### config.mk
export PLATFORM = sky130hd
export DESIGN_NAME = rtc_commit_unit
export DESIGN_NICKNAME = d
export VERILOG_FILES = /design/src/rtl/rtc_commit_pkg.sv /design/src/rtl/rtc_commit_seq.sv /design/src/rtl/rtc_wprot_fsm.sv /design/src/rtl/rtc_pkey_check.sv /design/src/rtl/rtc_commit_unit.sv
export SDC_FILE = /design/constraint.sdc
export NUM_CORES = 1
export LEC_CHECK = 0
export ABC_AREA = 1
export BUFFER_PORTS_ARGS = -buffer_cell sky130_fd_sc_hd__buf_2
export CELL_PAD_IN_SITES_DETAIL_PLACEMENT = 0
export CELL_PAD_IN_SITES_GLOBAL_PLACEMENT = 1
export CORE_MARGIN = 2
export CORE_UTILIZATION = 46
export CTS_BUF_LIST = sky130_fd_sc_hd__clkbuf_2
export CTS_CLUSTER_SIZE = 24
export DETAILED_ROUTE_END_ITERATION = 8
export MAX_ROUTING_LAYER = met4
export PLACE_DENSITY = 0.95
export SETUP_SLACK_MARGIN = 0.2
export SYNTH_ARGS = -nofsm -noshare
export SYNTH_HDL_FRONTEND = slang
export SYNTH_SLANG_ARGS = --single-unit
export TNS_END_PERCENT = 100
### constraint.sdc
create_clock -name clk -period 4.5 [get_ports clk]
set_clock_uncertainty 0.2 [all_clocks]
set_input_delay 0.225 -clock clk [delete_from_list [all_inputs] [get_ports clk]]
set_output_delay 0.225 -clock clk [all_outputs]
set_load 0.005 [all_outputs]
### src/rtl/rtc_commit_pkg.sv
`timescale 1ns/1ps
package rtc_commit_pkg;

  localparam int unsigned NFIELD  = 7;
  localparam int unsigned FIELD_W = 7;
  localparam int unsigned ADDR_W  = 8;

  // register byte offsets
  localparam logic [ADDR_W-1:0] OFS_CTRL  = 8'h00;
  localparam logic [ADDR_W-1:0] OFS_TIME0 = 8'h14;
  localparam logic [ADDR_W-1:0] OFS_ALM0  = 8'h30;
  localparam logic [ADDR_W-1:0] OFS_KEY_A = 8'h4c;
  localparam logic [ADDR_W-1:0] OFS_KEY_B = 8'h50;
  localparam logic [ADDR_W-1:0] OFS_CFG_A = 8'h5c;
  localparam logic [ADDR_W-1:0] OFS_CFG_B = 8'h60;
  localparam logic [ADDR_W-1:0] OFS_PROT  = 8'h70;
  localparam logic [ADDR_W-1:0] OFS_TRIG  = 8'h78;

  localparam logic [15:0] KEY_A_VAL = 16'ha357;
  localparam logic [15:0] KEY_B_VAL = 16'h67d2;
  localparam logic [15:0] UNLOCK_W1 = 16'h9136;
  localparam logic [15:0] UNLOCK_W2 = 16'h586a;
  localparam logic [7:0]  CTRL_PASS = 8'h43;

  localparam int unsigned BUSY_BIT   = 6;
  localparam int unsigned RELOAD_BIT = 5;
  localparam int unsigned CLRKEY_BIT = 4;

  typedef enum logic [1:0] {
    WP_LOCKED = 2'd0,
    WP_HALF   = 2'd1,
    WP_OPEN   = 2'd2
  } wp_state_e;

  // width mask of each calendar field, in offset order
  function automatic logic [FIELD_W-1:0] field_mask(input int idx);
    case (idx)
      0, 1:    field_mask = 7'h3f;
      2, 3:    field_mask = 7'h1f;
      4:       field_mask = 7'h07;
      5:       field_mask = 7'h0f;
      default: field_mask = 7'h7f;
    endcase
  endfunction

endpackage

### src/rtl/rtc_commit_seq.sv
`timescale 1ns/1ps
module rtc_commit_seq #(
  parameter int unsigned CYCLES = 8
) (
  input  logic clk,
  input  logic rst_n,
  input  logic start_req,
  output logic busy,
  output logic done
);

  localparam int unsigned CNT_W = $clog2(CYCLES + 1);
  localparam logic [CNT_W-1:0] CNT_LOAD = CNT_W'(CYCLES);
  localparam logic [CNT_W-1:0] CNT_ONE  = CNT_W'(1);

  logic [CNT_W-1:0] cnt_q, cnt_d;
  logic             cnt_en;

  always_comb begin
    cnt_d  = cnt_q;
    cnt_en = 1'b0;
    if (cnt_q != '0) begin
      cnt_d  = cnt_q - CNT_ONE;
      cnt_en = 1'b1;
    end else if (start_req) begin
      cnt_d  = CNT_LOAD;
      cnt_en = 1'b1;
    end
  end

  always_ff @(posedge clk or negedge rst_n) begin
    if (!rst_n) begin
      cnt_q <= '0;
    end else if (cnt_en) begin
      cnt_q <= cnt_d;
    end
  end

  assign busy = (cnt_q != '0);
  assign done = (cnt_q == CNT_ONE);

endmodule

### src/rtl/rtc_wprot_fsm.sv
`timescale 1ns/1ps
module rtc_wprot_fsm
  import rtc_commit_pkg::*;
(
  input  logic        clk,
  input  logic        rst_n,
  input  logic        commit_done,
  input  logic        word_dirty,
  input  logic [15:0] word,
  output logic        open
);

  wp_state_e state_q, state_d;
  logic      state_en;

  always_comb begin
    state_d  = state_q;
    state_en = commit_done && word_dirty;
    if (word == UNLOCK_W1) begin
      state_d = WP_HALF;
    end else if (word == UNLOCK_W2 && state_q == WP_HALF) begin
      state_d = WP_OPEN;
    end else begin
      state_d = WP_LOCKED;
    end
  end

  always_ff @(posedge clk or negedge rst_n) begin
    if (!rst_n) begin
      state_q <= WP_LOCKED;
    end else if (state_en) begin
      state_q <= state_d;
    end
  end

  assign open = (state_q == WP_OPEN);

endmodule

### src/rtl/rtc_pkey_check.sv
`timescale 1ns/1ps
module rtc_pkey_check
  import rtc_commit_pkg::*;
(
  input  logic        clk,
  input  logic        rst_n,
  input  logic        commit_done,
  input  logic        cfg_seen_all,
  input  logic        clear_req,
  input  logic [15:0] key_a_stg,
  input  logic [15:0] key_b_stg,
  output logic [15:0] key_a_q,
  output logic [15:0] key_b_q,
  output logic        power_lost
);

  logic [15:0] key_a_d, key_b_d;
  logic        cfg_ok_q, cfg_ok_d;

  always_comb begin
    key_a_d  = key_a_q;
    key_b_d  = key_b_q;
    cfg_ok_d = cfg_ok_q;
    if (commit_done) begin
      if (cfg_ok_q) begin
        key_a_d = key_a_stg;
        key_b_d = key_b_stg;
      end
      if (cfg_seen_all) begin
        cfg_ok_d = 1'b1;
      end
    end
    if (clear_req) begin
      key_a_d = '0;
      key_b_d = '0;
    end
  end

  always_ff @(posedge clk or negedge rst_n) begin
    if (!rst_n) begin
      key_a_q  <= '0;
      key_b_q  <= '0;
      cfg_ok_q <= 1'b0;
    end else begin
      key_a_q  <= key_a_d;
      key_b_q  <= key_b_d;
      cfg_ok_q <= cfg_ok_d;
    end
  end

  assign power_lost = !((key_a_q == KEY_A_VAL) && (key_b_q == KEY_B_VAL));

endmodule

### src/rtl/rtc_commit_unit.sv
`timescale 1ns/1ps
module rtc_commit_unit
  import rtc_commit_pkg::*;
#(
  parameter int unsigned COMMIT_CYCLES = 8
) (
  input  logic        clk,
  input  logic        rst_n,
  input  logic        bus_wr,
  input  logic [7:0]  bus_addr,
  input  logic [31:0] bus_wdata,
  output logic [31:0] bus_rdata,
  input  logic [48:0] cal_time_i,
  output logic [48:0] time_o,
  output logic        time_load_o,
  output logic [48:0] alarm_o,
  output logic [15:0] cfg_a_o,
  output logic [15:0] cfg_b_o,
  output logic        reload_o,
  output logic        busy_o,
  output logic        unlocked_o,
  output logic        power_lost_o
);

  localparam int unsigned TBUS_W = NFIELD * FIELD_W;

  logic commit_done, commit_busy, trig_req;
  logic ctl_pass, clr_keys;
  logic wp_open;

  logic [TBUS_W-1:0] rd_time_flat, rd_alm_flat;
  logic [NFIELD-1:0] t_hit, a_hit;

  logic [15:0] cfg_a_stg_q, cfg_a_stg_d, cfg_b_stg_q, cfg_b_stg_d;
  logic [15:0] cfg_a_com_q, cfg_a_com_d, cfg_b_com_q, cfg_b_com_d;
  logic [1:0]  cfg_seen_q, cfg_seen_d;
  logic [15:0] key_a_stg_q, key_a_stg_d, key_b_stg_q, key_b_stg_d;
  logic [15:0] key_a_com, key_b_com;
  logic [15:0] prot_q, prot_d;
  logic        prot_dirty_q, prot_dirty_d;
  logic        tload_q, tload_d;
  logic        reload_q, reload_d;
  logic        unused_wdata;

  assign unused_wdata = ^bus_wdata[31:16];

  // bus decode
  assign trig_req = bus_wr && (bus_addr == OFS_TRIG) && bus_wdata[0];
  assign ctl_pass = bus_wr && (bus_addr == OFS_CTRL) && (bus_wdata[15:8] == CTRL_PASS);
  assign clr_keys = ctl_pass && bus_wdata[CLRKEY_BIT];

  rtc_commit_seq #(.CYCLES(COMMIT_CYCLES)) u_seq (
    .clk       (clk),
    .rst_n     (rst_n),
    .start_req (trig_req),
    .busy      (commit_busy),
    .done      (commit_done)
  );

  rtc_wprot_fsm u_wprot (
    .clk         (clk),
    .rst_n       (rst_n),
    .commit_done (commit_done),
    .word_dirty  (prot_dirty_q),
    .word        (prot_q),
    .open        (wp_open)
  );

  rtc_pkey_check u_pkey (
    .clk          (clk),
    .rst_n        (rst_n),
    .commit_done  (commit_done),
    .cfg_seen_all (&cfg_seen_q),
    .clear_req    (clr_keys),
    .key_a_stg    (key_a_stg_q),
    .key_b_stg    (key_b_stg_q),
    .key_a_q      (key_a_com),
    .key_b_q      (key_b_com),
    .power_lost   (power_lost_o)
  );

  // calendar and alarm fields, one slice per field
  for (genvar gi = 0; gi < NFIELD; gi++) begin : g_field
    localparam logic [ADDR_W-1:0]  T_OFS = OFS_TIME0 + ADDR_W'(4 * gi);
    localparam logic [ADDR_W-1:0]  A_OFS = OFS_ALM0 + ADDR_W'(4 * gi);
    localparam logic [FIELD_W-1:0] MSK   = field_mask(gi);

    logic [FIELD_W-1:0] stg_t_q, stg_t_d, stg_a_q, stg_a_d;
    logic [FIELD_W-1:0] com_t_q, com_t_d, com_a_q, com_a_d;

    always_comb begin
      stg_t_d = stg_t_q;
      stg_a_d = stg_a_q;
      com_t_d = com_t_q;
      com_a_d = com_a_q;
      if (bus_wr && bus_addr == T_OFS) stg_t_d = bus_wdata[FIELD_W-1:0] & MSK;
      if (bus_wr && bus_addr == A_OFS) stg_a_d = bus_wdata[FIELD_W-1:0] & MSK;
      if (commit_done && wp_open) begin
        com_t_d = stg_t_q;
        com_a_d = stg_a_q;
      end
    end

    always_ff @(posedge clk or negedge rst_n) begin
      if (!rst_n) begin
        stg_t_q <= '0;
        stg_a_q <= '0;
        com_t_q <= '0;
        com_a_q <= '0;
      end else begin
        stg_t_q <= stg_t_d;
        stg_a_q <= stg_a_d;
        com_t_q <= com_t_d;
        com_a_q <= com_a_d;
      end
    end

    assign time_o[gi*FIELD_W +: FIELD_W]       = com_t_q;
    assign alarm_o[gi*FIELD_W +: FIELD_W]      = com_a_q;
    assign rd_time_flat[gi*FIELD_W +: FIELD_W] = cal_time_i[gi*FIELD_W +: FIELD_W] & MSK;
    assign rd_alm_flat[gi*FIELD_W +: FIELD_W]  = com_a_q;
    assign t_hit[gi] = (bus_addr == T_OFS);
    assign a_hit[gi] = (bus_addr == A_OFS);
  end

  // configuration, key, protection and strobe next state
  always_comb begin
    cfg_a_stg_d  = cfg_a_stg_q;
    cfg_b_stg_d  = cfg_b_stg_q;
    cfg_seen_d   = cfg_seen_q;
    key_a_stg_d  = key_a_stg_q;
    key_b_stg_d  = key_b_stg_q;
    prot_d       = prot_q;
    prot_dirty_d = prot_dirty_q;
    cfg_a_com_d  = commit_done ? cfg_a_stg_q : cfg_a_com_q;
    cfg_b_com_d  = commit_done ? cfg_b_stg_q : cfg_b_com_q;
    tload_d      = commit_done && wp_open;
    reload_d     = ctl_pass && bus_wdata[RELOAD_BIT];

    if (commit_done) prot_dirty_d = 1'b0;

    if (bus_wr) begin
      case (bus_addr)
        OFS_CFG_A: begin
          cfg_a_stg_d   = bus_wdata[15:0];
          cfg_seen_d[0] = 1'b1;
        end
        OFS_CFG_B: begin
          cfg_b_stg_d   = bus_wdata[15:0];
          cfg_seen_d[1] = 1'b1;
        end
        OFS_KEY_A: key_a_stg_d = bus_wdata[15:0];
        OFS_KEY_B: key_b_stg_d = bus_wdata[15:0];
        OFS_PROT: begin
          prot_d       = bus_wdata[15:0];
          prot_dirty_d = 1'b1;
        end
        default: ;
      endcase
    end

    if (clr_keys) begin
      key_a_stg_d = '0;
      key_b_stg_d = '0;
    end
  end

  always_ff @(posedge clk or negedge rst_n) begin
    if (!rst_n) begin
      cfg_a_stg_q  <= '0;
      cfg_b_stg_q  <= '0;
      cfg_a_com_q  <= '0;
      cfg_b_com_q  <= '0;
      cfg_seen_q   <= '0;
      key_a_stg_q  <= '0;
      key_b_stg_q  <= '0;
      prot_q       <= '0;
      prot_dirty_q <= 1'b0;
      tload_q      <= 1'b0;
      reload_q     <= 1'b0;
    end else begin
      cfg_a_stg_q  <= cfg_a_stg_d;
      cfg_b_stg_q  <= cfg_b_stg_d;
      cfg_a_com_q  <= cfg_a_com_d;
      cfg_b_com_q  <= cfg_b_com_d;
      cfg_seen_q   <= cfg_seen_d;
      key_a_stg_q  <= key_a_stg_d;
      key_b_stg_q  <= key_b_stg_d;
      prot_q       <= prot_d;
      prot_dirty_q <= prot_dirty_d;
      tload_q      <= tload_d;
      reload_q     <= reload_d;
    end
  end

  // read mux
  always_comb begin
    bus_rdata = '0;
    case (bus_addr)
      OFS_CTRL:  bus_rdata[BUSY_BIT] = commit_busy;
      OFS_KEY_A: bus_rdata[15:0] = key_a_com;
      OFS_KEY_B: bus_rdata[15:0] = key_b_com;
      OFS_CFG_A: bus_rdata[15:0] = cfg_a_com_q;
      OFS_CFG_B: bus_rdata[15:0] = cfg_b_com_q;
      OFS_PROT:  bus_rdata[15:0] = prot_q;
      default: ;
    endcase
    for (int i = 0; i < NFIELD; i++) begin
      if (t_hit[i]) bus_rdata[FIELD_W-1:0] = rd_time_flat[i*FIELD_W +: FIELD_W];
      if (a_hit[i]) bus_rdata[FIELD_W-1:0] = rd_alm_flat[i*FIELD_W +: FIELD_W];
    end
  end

  assign busy_o      = commit_busy;
  assign unlocked_o  = wp_open;
  assign time_load_o = tload_q;
  assign reload_o    = reload_q;
  assign cfg_a_o     = cfg_a_com_q;
  assign cfg_b_o     = cfg_b_com_q;

endmodule

After elaboration in Yosys (flattened, before gate mapping)
Index checks and enable logic that the tools add are counted.
- multiplexer cells: 38
- equality and inequality tests: 28
- add/sub/neg operators: 1
- reduce and logical (&&, ||, !) cells: 41
- operators by type and width (operator ; number):
    $mux W16 ; 12
    $mux W7 ; 14
    $eq A8 B7 Y1 const B ; 10
    $eq A8 B6 Y1 const B ; 8
    $pmux W9 S5 ; 1
    $eq A16 B15 Y1 const B ; 2
    $eq A16 B16 Y1 const B ; 2
    $pmux W6 S5 ; 1
    $eq A8 B5 Y1 const B ; 3
    $logic_and A1 B1 Y1 ; 24
    $reduce_and A2 Y1 ; 7
    $reduce_bool A2 Y1 ; 6
    $logic_not A8 Y1 ; 1
    $mux W4 ; 2
    $pmux W1 S6 ; 1
    $mux W1 ; 5
    $eq A4 B1 Y1 const B ; 1
    $mux W2 ; 2
    $reduce_bool A4 Y1 ; 1
    $sub A4 B1 Y4 const B ; 1
    $reduce_and A3 Y1 ; 1
    $eq A2 B1 Y1 const B ; 1
    $eq A2 B2 Y1 const B ; 1
    $logic_not A1 Y1 ; 1
- logic and storage cells: 153
- output and inout port bits: 167
- bits of input ports: 92
- register bits after elaboration: 300

Logic depth before layout (Yosys ltp)
Gate-level depths: netlist of the first run.
- word-level depth: 16
- mapped depth: 15
- gate-level depth less buffers: 15

Hierarchy
Synthesis of the first run repeated with hierarchy kept, for this count alone.
- cell total of the unflattened synthesis: 1556
- area total of the unflattened synthesis: 13521.7 sq um
- by module, submodules not included (module ; cells each ; instances ; area an instance (sq um)):
    rtc_commit_unit ; 1310 ; 1 ; 11491.0
    rtc_pkey_check ; 175 ; 1 ; 1617.8
    rtc_wprot_fsm ; 46 ; 1 ; 225.2
    rtc_commit_seq ; 25 ; 1 ; 187.7

Worst setup path after synthesis of the first run
Ideal clock, no wire load.
- kind: register to register
- start point: register u_seq.cnt_q[3]
- end point: register u_pkey.key_b_q[13]
- arrival: 1.508 ns
- path buffers: 1
- cell stages (with the launch flop): 10
- path slack: 2.673 ns
- clock period less this slack: 1.827 ns
- library setup time: 0.119 ns
- path through: dfrtp_1 -> nor2_1 -> inv_2 -> nor3_4 -> inv_2 -> o21ai_4 -> buf_6 -> nor2_1 -> a31oi_1 -> inv_1
- cells in the longest elaborated chain, start to end: 3
- RTL lines (element ; line ; source):
    start: declaration ; rtc_commit_seq.sv:16 ; logic [CNT_W-1:0] cnt_q, cnt_d;
    start signal: assignment ; rtc_commit_seq.sv:35 ; cnt_q <= cnt_d;
    $eq A4 B1 Y1 ; rtc_commit_seq.sv:40 ; assign done = (cnt_q == CNT_ONE);
    $reduce_bool A2 Y1 (no line) ; n/a ;
    $reduce_and A2 Y1 (no line) ; n/a ;
    end signal: assignment ; rtc_pkey_check.sv:46 ; key_b_q <= key_b_d;
    end: declaration ; rtc_pkey_check.sv:13 ; output logic [15:0] key_b_q,
Every way passes these cells.
A chain may end at the register's enable or synchronous reset.

Final worst setup path of the first run
- start point: input bus_addr[0]
- end point: output bus_rdata[3]
- cells in the longest elaborated chain, start to end: 16
- elaborated cells between the ends (all ways): 34
- RTL lines (element ; line ; source):
    start: declaration ; rtc_commit_unit.sv:10 ; input logic [7:0] bus_addr,
    $eq A8 B7 Y1 ; rtc_commit_unit.sv:199 ; case (bus_addr)
    $pmux W6 S5 ; rtc_commit_unit.sv:199 ;
    $mux W7 ; rtc_commit_unit.sv:209 ; if (t_hit[i]) bus_rdata[FIELD_W-1:0] = rd_time_flat[i*FIELD_W +: FIELD_W];
    $mux W7 ; rtc_commit_unit.sv:210 ; if (a_hit[i]) bus_rdata[FIELD_W-1:0] = rd_alm_flat[i*FIELD_W +: FIELD_W];
    $mux W7 ; rtc_commit_unit.sv:209 ;
    $mux W7 ; rtc_commit_unit.sv:210 ;
    $mux W7 ; rtc_commit_unit.sv:209 ;
    $mux W7 ; rtc_commit_unit.sv:210 ;
    $mux W7 ; rtc_commit_unit.sv:209 ;
    $mux W7 ; rtc_commit_unit.sv:210 ;
    $mux W7 ; rtc_commit_unit.sv:209 ;
    $mux W7 ; rtc_commit_unit.sv:210 ;
    $mux W7 ; rtc_commit_unit.sv:209 ;
    $mux W7 ; rtc_commit_unit.sv:210 ;
    $mux W7 ; rtc_commit_unit.sv:209 ;
    $mux W7 (*) ; rtc_commit_unit.sv:210 ;
    end: declaration ; rtc_commit_unit.sv:12 ; output logic [31:0] bus_rdata,
Mark *: on every way between the ends. The rest lies on a longest branch, timed or not.

==> results of run 1 <==
-- final timing paths --
check | to | slack (ns) | depth (start not counted)
max | bus_rdata[3] | 0.61 | 19
min | key_a_stg_q[3] | 0.06 | 4
max reg2reg | u_pkey.key_b_q[8] | 1.54 | 9
min reg2reg | g_field[6].com_a_q[4] | 0.22 | 2
max in group asynchronous | g_field[2].com_a_q[2] | 3.19 | 4
min in group asynchronous | g_field[0].stg_t_q[5] | 0.37 | 4
-- kinds of logic after synthesis --
family / Yosys count / synth area share (%)
flip-flops: 300 / 57.6
AO/OA/AOI/OAI: 247 / 10.4
buffers and inverters: 248 / 8.67
other: 1 / 0.0288
AND/OR/NAND/NOR: 756 / 23.2
-- placed cells by master (no fill, tap or decap), drive strengths merged, types with 2 or more instances in the layout --
| master | instances |
|---|---|
| o21ai | 184 |
| diode | 2 |
| dfrtp | 300 |
| or2 | 4 |
| a31oi | 34 |
| dlygate4sd3 | 43 |
| a21oi | 8 |
| inv | 147 |
| clkbuf | 104 |
| conb | 42 |
| clkinv | 19 |
| nand3 | 30 |
| nand2 | 589 |
| nand4 | 22 |
| o211ai | 2 |
| o221ai | 2 |
| a221oi | 10 |
| nor4 | 11 |
| buf | 197 |
| nor2 | 93 |
| nor3 | 6 |
-- sequential cells by signal, indices dropped and copies added (netlist names), 4 cells and up --
register,flops
cfg_a_o,16
cfg_a_stg_q,16
cfg_b_o,16
cfg_b_stg_q,16
g_field.com_a_q,36
g_field.com_t_q,36
g_field.stg_a_q,36
g_field.stg_t_q,36
key_a_stg_q,16
key_b_stg_q,16
prot_q,16
u_pkey.key_a_q,16
u_pkey.key_b_q,16
u_seq.cnt_q,4
-- power groups by stage --
stage	registers, mW	logic, mW	clock network [mW]
finish	3.05	0.814	1.82
detailed placement	3.10	0.779	0
global route	3.07	0.908	2.01
global placement	3.09	0.757	0
CTS	3.04	0.812	1.86
floorplan	3.05	0.508	0
-- critical path, stage by stage --
cell and delay, ns:
dlygate4sd3_1 0.52, buf_2 0.10, nor2_1 0.03, dlygate4sd3_1 0.58, nand2_2 0.19, inv_2 0.13
nand2_1 0.41, inv_1 0.17, nand2_1 0.09, nand3_1 0.08, nor2_1 0.16, nand4_1 0.16
nand2_1 0.10, nand4_1 0.12, nand2_1 0.10, nand3_1 0.06, nand2_1 0.06, nand2_1 0.05
buf_2 0.12
-- metal layers --
| layer | up-vias | part of all wire, % | track usage (%) | routed length [µm] |
|---|---|---|---|---|
| met3 | 73 | 7.6 | 5.33 | 2820 |
| li1 | 5393 | - | - | - |
| met4 | 0 | 2.8 | 10.3 | 1030 |
| met1 | 5493 | 44 | 34.6 | 16100 |
| met5 | - | 0 | - | 0 |
| met2 | 470 | 46 | 38.2 | 17000 |
-- cell type report --
type                            count  area, µm²  area share [%]
Antenna cell                        2       5.00          0.0329
Clock buffer                      104        520            3.42
Clock inverter                     25        154            1.01
Inverter                          143        537            3.53
Multi-Input combinational cell   1045       4540            29.8
Sequential cell                   300       7510            49.3
Tap cell                          378        473            3.11
Timing Repair Buffer              240       1480            9.75
-- stage by stage --
stage	util, %	area [µm²]	hold WS, ns	power [mW]
final	54.7	15200	0.0600	5.68
after global routing	54.7	15200	0.0452	5.99
after CTS	54.6	15200	0.00866	5.72
after detailed placement	50.6	14100	0.165	3.87
after global placement	50.6	14100	0.166	3.84
after floorplan	-	13200	-0.271	3.56
==> metrics.csv, run 1 <==
metric,value,unit
final slew viol count,0,
leak pwr,8.41,nW
DPL Wire Length,24.8,mm
layout cells sized above 1,18.0,%
core area,27900,µm²
clk root buf,clkbuf_2,
Reg power frac,53.7,%
mean post-synth cell area,8.39,µm²
Setup CP Type,in -> out,
Final Setup Violations,0,
internal power,3.84,mW
peak supply drop,170,µV
GRT overflow,0,
top cell type by total area after synthesis,dfrtp_1,
initial antenna violation count,2,
Row Count,61,
H-tree depth,3,
clock network power share,32.0,%
vias in the first global route,10600,
Post-Synthesis Cell Area,13000,µm²
total track usage,25.6,%
Final period util,86.4,%
clk_lat worst skew,0.87,ns
maxcap violations,0,
Synth Flop Type,dfrtp_1,
Final Hold Viols,0,
CP Launch Point,bus_addr[0],
port bufs,187,
Setup crit start kind,input port,
Pwr per Cell Area,373,nW/µm²
post-synth top area share,57.6,%
"Setup Fix Bufs, Post-CTS",0,
residual DRC count,0,
Comb power frac,14.3,%
clk buf depth,3,
overall die height,172,µm
DR iter-0 viols,1090,
Routed Antenna Nets,0,
Worst R2R Start,u_seq.cnt_q[3],
Starting Density,46.8,%
Post-Place Cells,2062,
Final GP Congestion,0.897,
Mapped Cells,1552,
net switching power,1.85,mW
"Req. time, crit path",4.07,ns
Worst EP arrival,3.46,ns
run status,finished clean,
Fin Setup TNS,0,ns
FILL cells,2592,
"Async S/R FF share, synth",100,%
hold_sp,bus_wdata[3],
post-cts resize count,0,
Post-Layout Cell Count,2237,
clock period minus final worst setup slack,3.89,ns
Die X,172,µm
Synth area leaders,"dfrtp_1 (58%), nand2_1 (17%), o21ai_0 (6.7%)",
CTS sink cnt,300,
final WL,37.0,mm
clk slew on worst S/H paths,0.11,ns
vias per cell,5.11,
Ys Warns,0,
HP Class,in -> reg,
num ports,259,
CTS tree,done,
setup slack after layout,0.611,ns
P&R area growth vs syn,16.9,%
element type at the critical path end,primary output,
Least-Margin Pin Slew,1.16,ns
CTS Hold Buffers Added,44,
Seq cells post-synth,300,
"Seq/Total Area, Yosys",57.6,%
Netlist cell types,37,
DRT Pass-1 Iters,6,
number of enable flip-flop cells after synthesis,0,
Setup WS pre-CTS,1.49,ns
first-pass GRT wire length,56.7,mm
largest net degree at the start of global routing,121,
Num CTS Buffers,76,
most common cell in the netlist,nand2_1,
Fmax,257,MHz
CP Max Fanout,13,
Die Area,29700,µm²
RSZ-0062 raised after global routing,no,
routed vias,11400,
sw frac,32.5,%
Final #Nets,1898,
slew margin rel.,22.3,%
WL per Instance,16.5,µm
top post-synthesis cells by count,"nand2_1 (588), dfrtp_1 (300), o21ai_0 (175)",
Power figures use the tool's default switching activity.
==> run 2, diff against run 1 <==
--- a/config.mk
+++ b/config.mk
@@ -5,15 +5,15 @@
 export SDC_FILE = /design/constraint.sdc
 export NUM_CORES = 1
 export LEC_CHECK = 0
-export ABC_AREA = 1
 export BUFFER_PORTS_ARGS = -buffer_cell sky130_fd_sc_hd__buf_2
 export CELL_PAD_IN_SITES_DETAIL_PLACEMENT = 0
 export CELL_PAD_IN_SITES_GLOBAL_PLACEMENT = 1
 export CORE_MARGIN = 2
-export CORE_UTILIZATION = 46
+export CORE_UTILIZATION = 48
 export CTS_BUF_LIST = sky130_fd_sc_hd__clkbuf_2
 export CTS_CLUSTER_SIZE = 24
 export DETAILED_ROUTE_END_ITERATION = 8
+export GPL_TIMING_DRIVEN = 1
 export MAX_ROUTING_LAYER = met4
 export PLACE_DENSITY = 0.95
 export SETUP_SLACK_MARGIN = 0.2
==> metrics.csv, run 2 <==
metric,value,unit
run status,finished clean,
largest net degree at the start of global routing,116,
clk slew on worst S/H paths,0.11,ns
Worst EP arrival,3.37,ns
WL per Instance,20.1,µm
CP dominant cell by count,buf_2,
most common cell in the netlist,nand2_1,
top post-synthesis cells by count,"nand2_1 (357), dfrtp_1 (300), mux2_2 (159)",
DPL Wire Length,25.7,mm
layout cells sized above 1,32.8,%
CP bufs+invs,3,
maxcap violations,0,
core area,27900,µm²
"Async S/R FF share, synth",100,%
Final #Nets,1619,
mean post-synth cell area,10.6,µm²
Post-Synthesis Cell Area,13700,µm²
Routed Antenna Nets,0,
"Setup Fix Bufs, Post-CTS",0,
Final Setup Violations,0,
Final Hold Viols,0,
first-pass GRT wire length,61.8,mm
number of enable flip-flop cells after synthesis,0,
Synth area leaders,"dfrtp_1 (55%), mux2_2 (13%), nand2_1 (9.8%)",
CP top delay family,simple AND/OR/NAND/NOR gates,
"commonest cells after routing, fill and taps aside","nand2_1 (356), dfrtp_1 (300), buf_2 (186)",
Final GP Congestion,0.961,
num ports,259,
"Req. time, crit path",4.07,ns
H-tree depth,3,
HP Class,in -> reg,
Least-Margin Pin Slew,1.16,ns
CTS sink cnt,300,
overall die height,173,µm
vias in the first global route,11100,
final slew viol count,0,
Fin Setup TNS,0,ns
Final period util,84.3,%
Pwr Total,4.89,mW
Setup crit start kind,input port,
RSZ-0062 raised after global routing,no,
P&R area growth vs syn,15.2,%
vias per cell,5.60,
DR iter-0 viols,1245,
leak pwr,8.41,nW
Die X,173,µm
Mapped Cells,1291,
max incr delay on CP,0.64,ns
Seq cells post-synth,300,
port bufs,187,
CTS tree,done,
GRT overflow,0,
residual DRC count,0,
Slowest cell on crit path,or4b_1,
clk root buf,clkbuf_2,
element type at the critical path end,primary output,
clk buf depth,3,
Setup CP Type,in -> out,
top cell type by total area after synthesis,dfrtp_1,
FILL cells,2421,
slew margin rel.,22.5,%
Num CTS Buffers,78,
Ys Warns,0,
Starting Density,48.9,%
"Seq/Total Area, Yosys",54.9,%
Die Area,29800,µm²
Pwr per Cell Area,311,nW/µm²
CP Max Fanout,32,
Netlist cell types,69,
DRT Pass-1 Iters,8,
peak supply drop,216,µV
Fmax,264,MHz
CP Cell Sequence,dlygate4sd3_1 > buf_2 > or4b_1 > nor2_1 > a21oi_1 > o21ai_0 > a211oi_1 > nor3_1 > buf_2,
routed vias,11000,
Row Count,61,
clock period minus final worst setup slack,3.79,ns
initial antenna violation count,1,
post-cts resize count,0,
final WL,39.3,mm
total track usage,27.2,%
Synth Flop Type,dfrtp_1,
"commonest non-fill, non-tap cell in the layout",nand2_1,
clk_lat worst skew,0.91,ns
post-synth top area share,54.9,%
[run 2: cell types whose count changed after synthesis, sizes merged, moves of 14 or more]
cell,change
a31oi,-26
nand2,-232
nor2,-59
nand3,+22
o21ai,-145
inv,-137
a21oi,+35
buf,+17
mux2,+169
nand2b,+14
nand4,-15
[run 2: final cells by class]
| class | instances | area (µm²) | share of cell area (%) |
|---|---|---|---|
| Tap cell | 378 | 473 | 3.01 |
| Inverter | 6 | 22.5 | 0.143 |
| Antenna cell | 1 | 2.50 | 0.0159 |
| Timing Repair Buffer | 240 | 1460 | 9.27 |
| Sequential cell | 300 | 7510 | 47.7 |
| Multi-Input combinational cell | 901 | 5610 | 35.7 |
| Clock buffer | 107 | 536 | 3.40 |
| Clock inverter | 24 | 125 | 0.795 |
[run 2: per-layer routing]
metal  global-route usage [%]  wire length (µm)  vias up
met4                     11.8              1360        0
met3                     5.78              3170       87
met2                     40.9             18100      529
met1                     35.9             16600     5427
met5                        -                 0        -
li1                         -                 -     4916
[run 2: final timing paths]
check | start | endpoint | slack (ns) | cells after the start
hold / removal | bus_wdata[13] | key_b_stg_q[13] | 0.04 | 3
setup / recovery | bus_addr[5] | bus_rdata[2] | 0.71 | 9
min in group asynchronous | rst_n | g_field[2].com_a_q[0] | 0.35 | 4
setup reg to reg | u_seq.cnt_q[1] | g_field[4].com_t_q[2] | 1.44 | 7
hold reg to reg | g_field[5].stg_t_q[3] | g_field[5].com_t_q[3] | 0.19 | 2
max in group asynchronous | rst_n | u_seq.cnt_q[3] | 3.24 | 4
[run 2: cell families after synthesis]
family	Yosys count	synth area share (%)
AO/OA/AOI/OAI	160	7.97
buffers and inverters	131	5.23
flip-flops	300	54.9
multiplexers	173	14.5
other	1	0.0274
AND/OR/NAND/NOR	526	17.3
[run 2: worst min-delay path, cell delays in order]
cell and delay (ns):
dlygate4sd3_1 0.51, buf_2 0.17, mux2_4 0.16
[run 2: power by group]
| group | leakage [nW] | total [mW] | internal [mW] | switching, mW |
|---|---|---|---|---|
| logic | 3.92 | 0.329 | 0.128 | 0.201 |
| clock network | 0.496 | 1.76 | 0.654 | 1.11 |
| registers | 4.00 | 2.80 | 2.76 | 0.0396 |
[run 2: metrics by stage]
stage               utilization, %  cells  setup WS [ns]  instance area [µm²]  hold WS, ns
floorplan                        -   1332           2.15                13800       -0.271
global placement              52.7   1791           1.22                14700        0.178
detailed placement            52.7   1791           1.20                14700        0.186
CTS                           56.3   1956          0.806                15700      0.00223
global route                  56.3   1957          0.499                15700      0.00176
finish                        56.3   1957          0.705                15700       0.0401
[run 2: timing repair]
| action | CTS | global route |
|---|---|---|
| setup endpoints to repair | 0 | 0 |
| endpoints found under the hold margin | 434 | 0 |
| hold buffers | 34 | 0 |
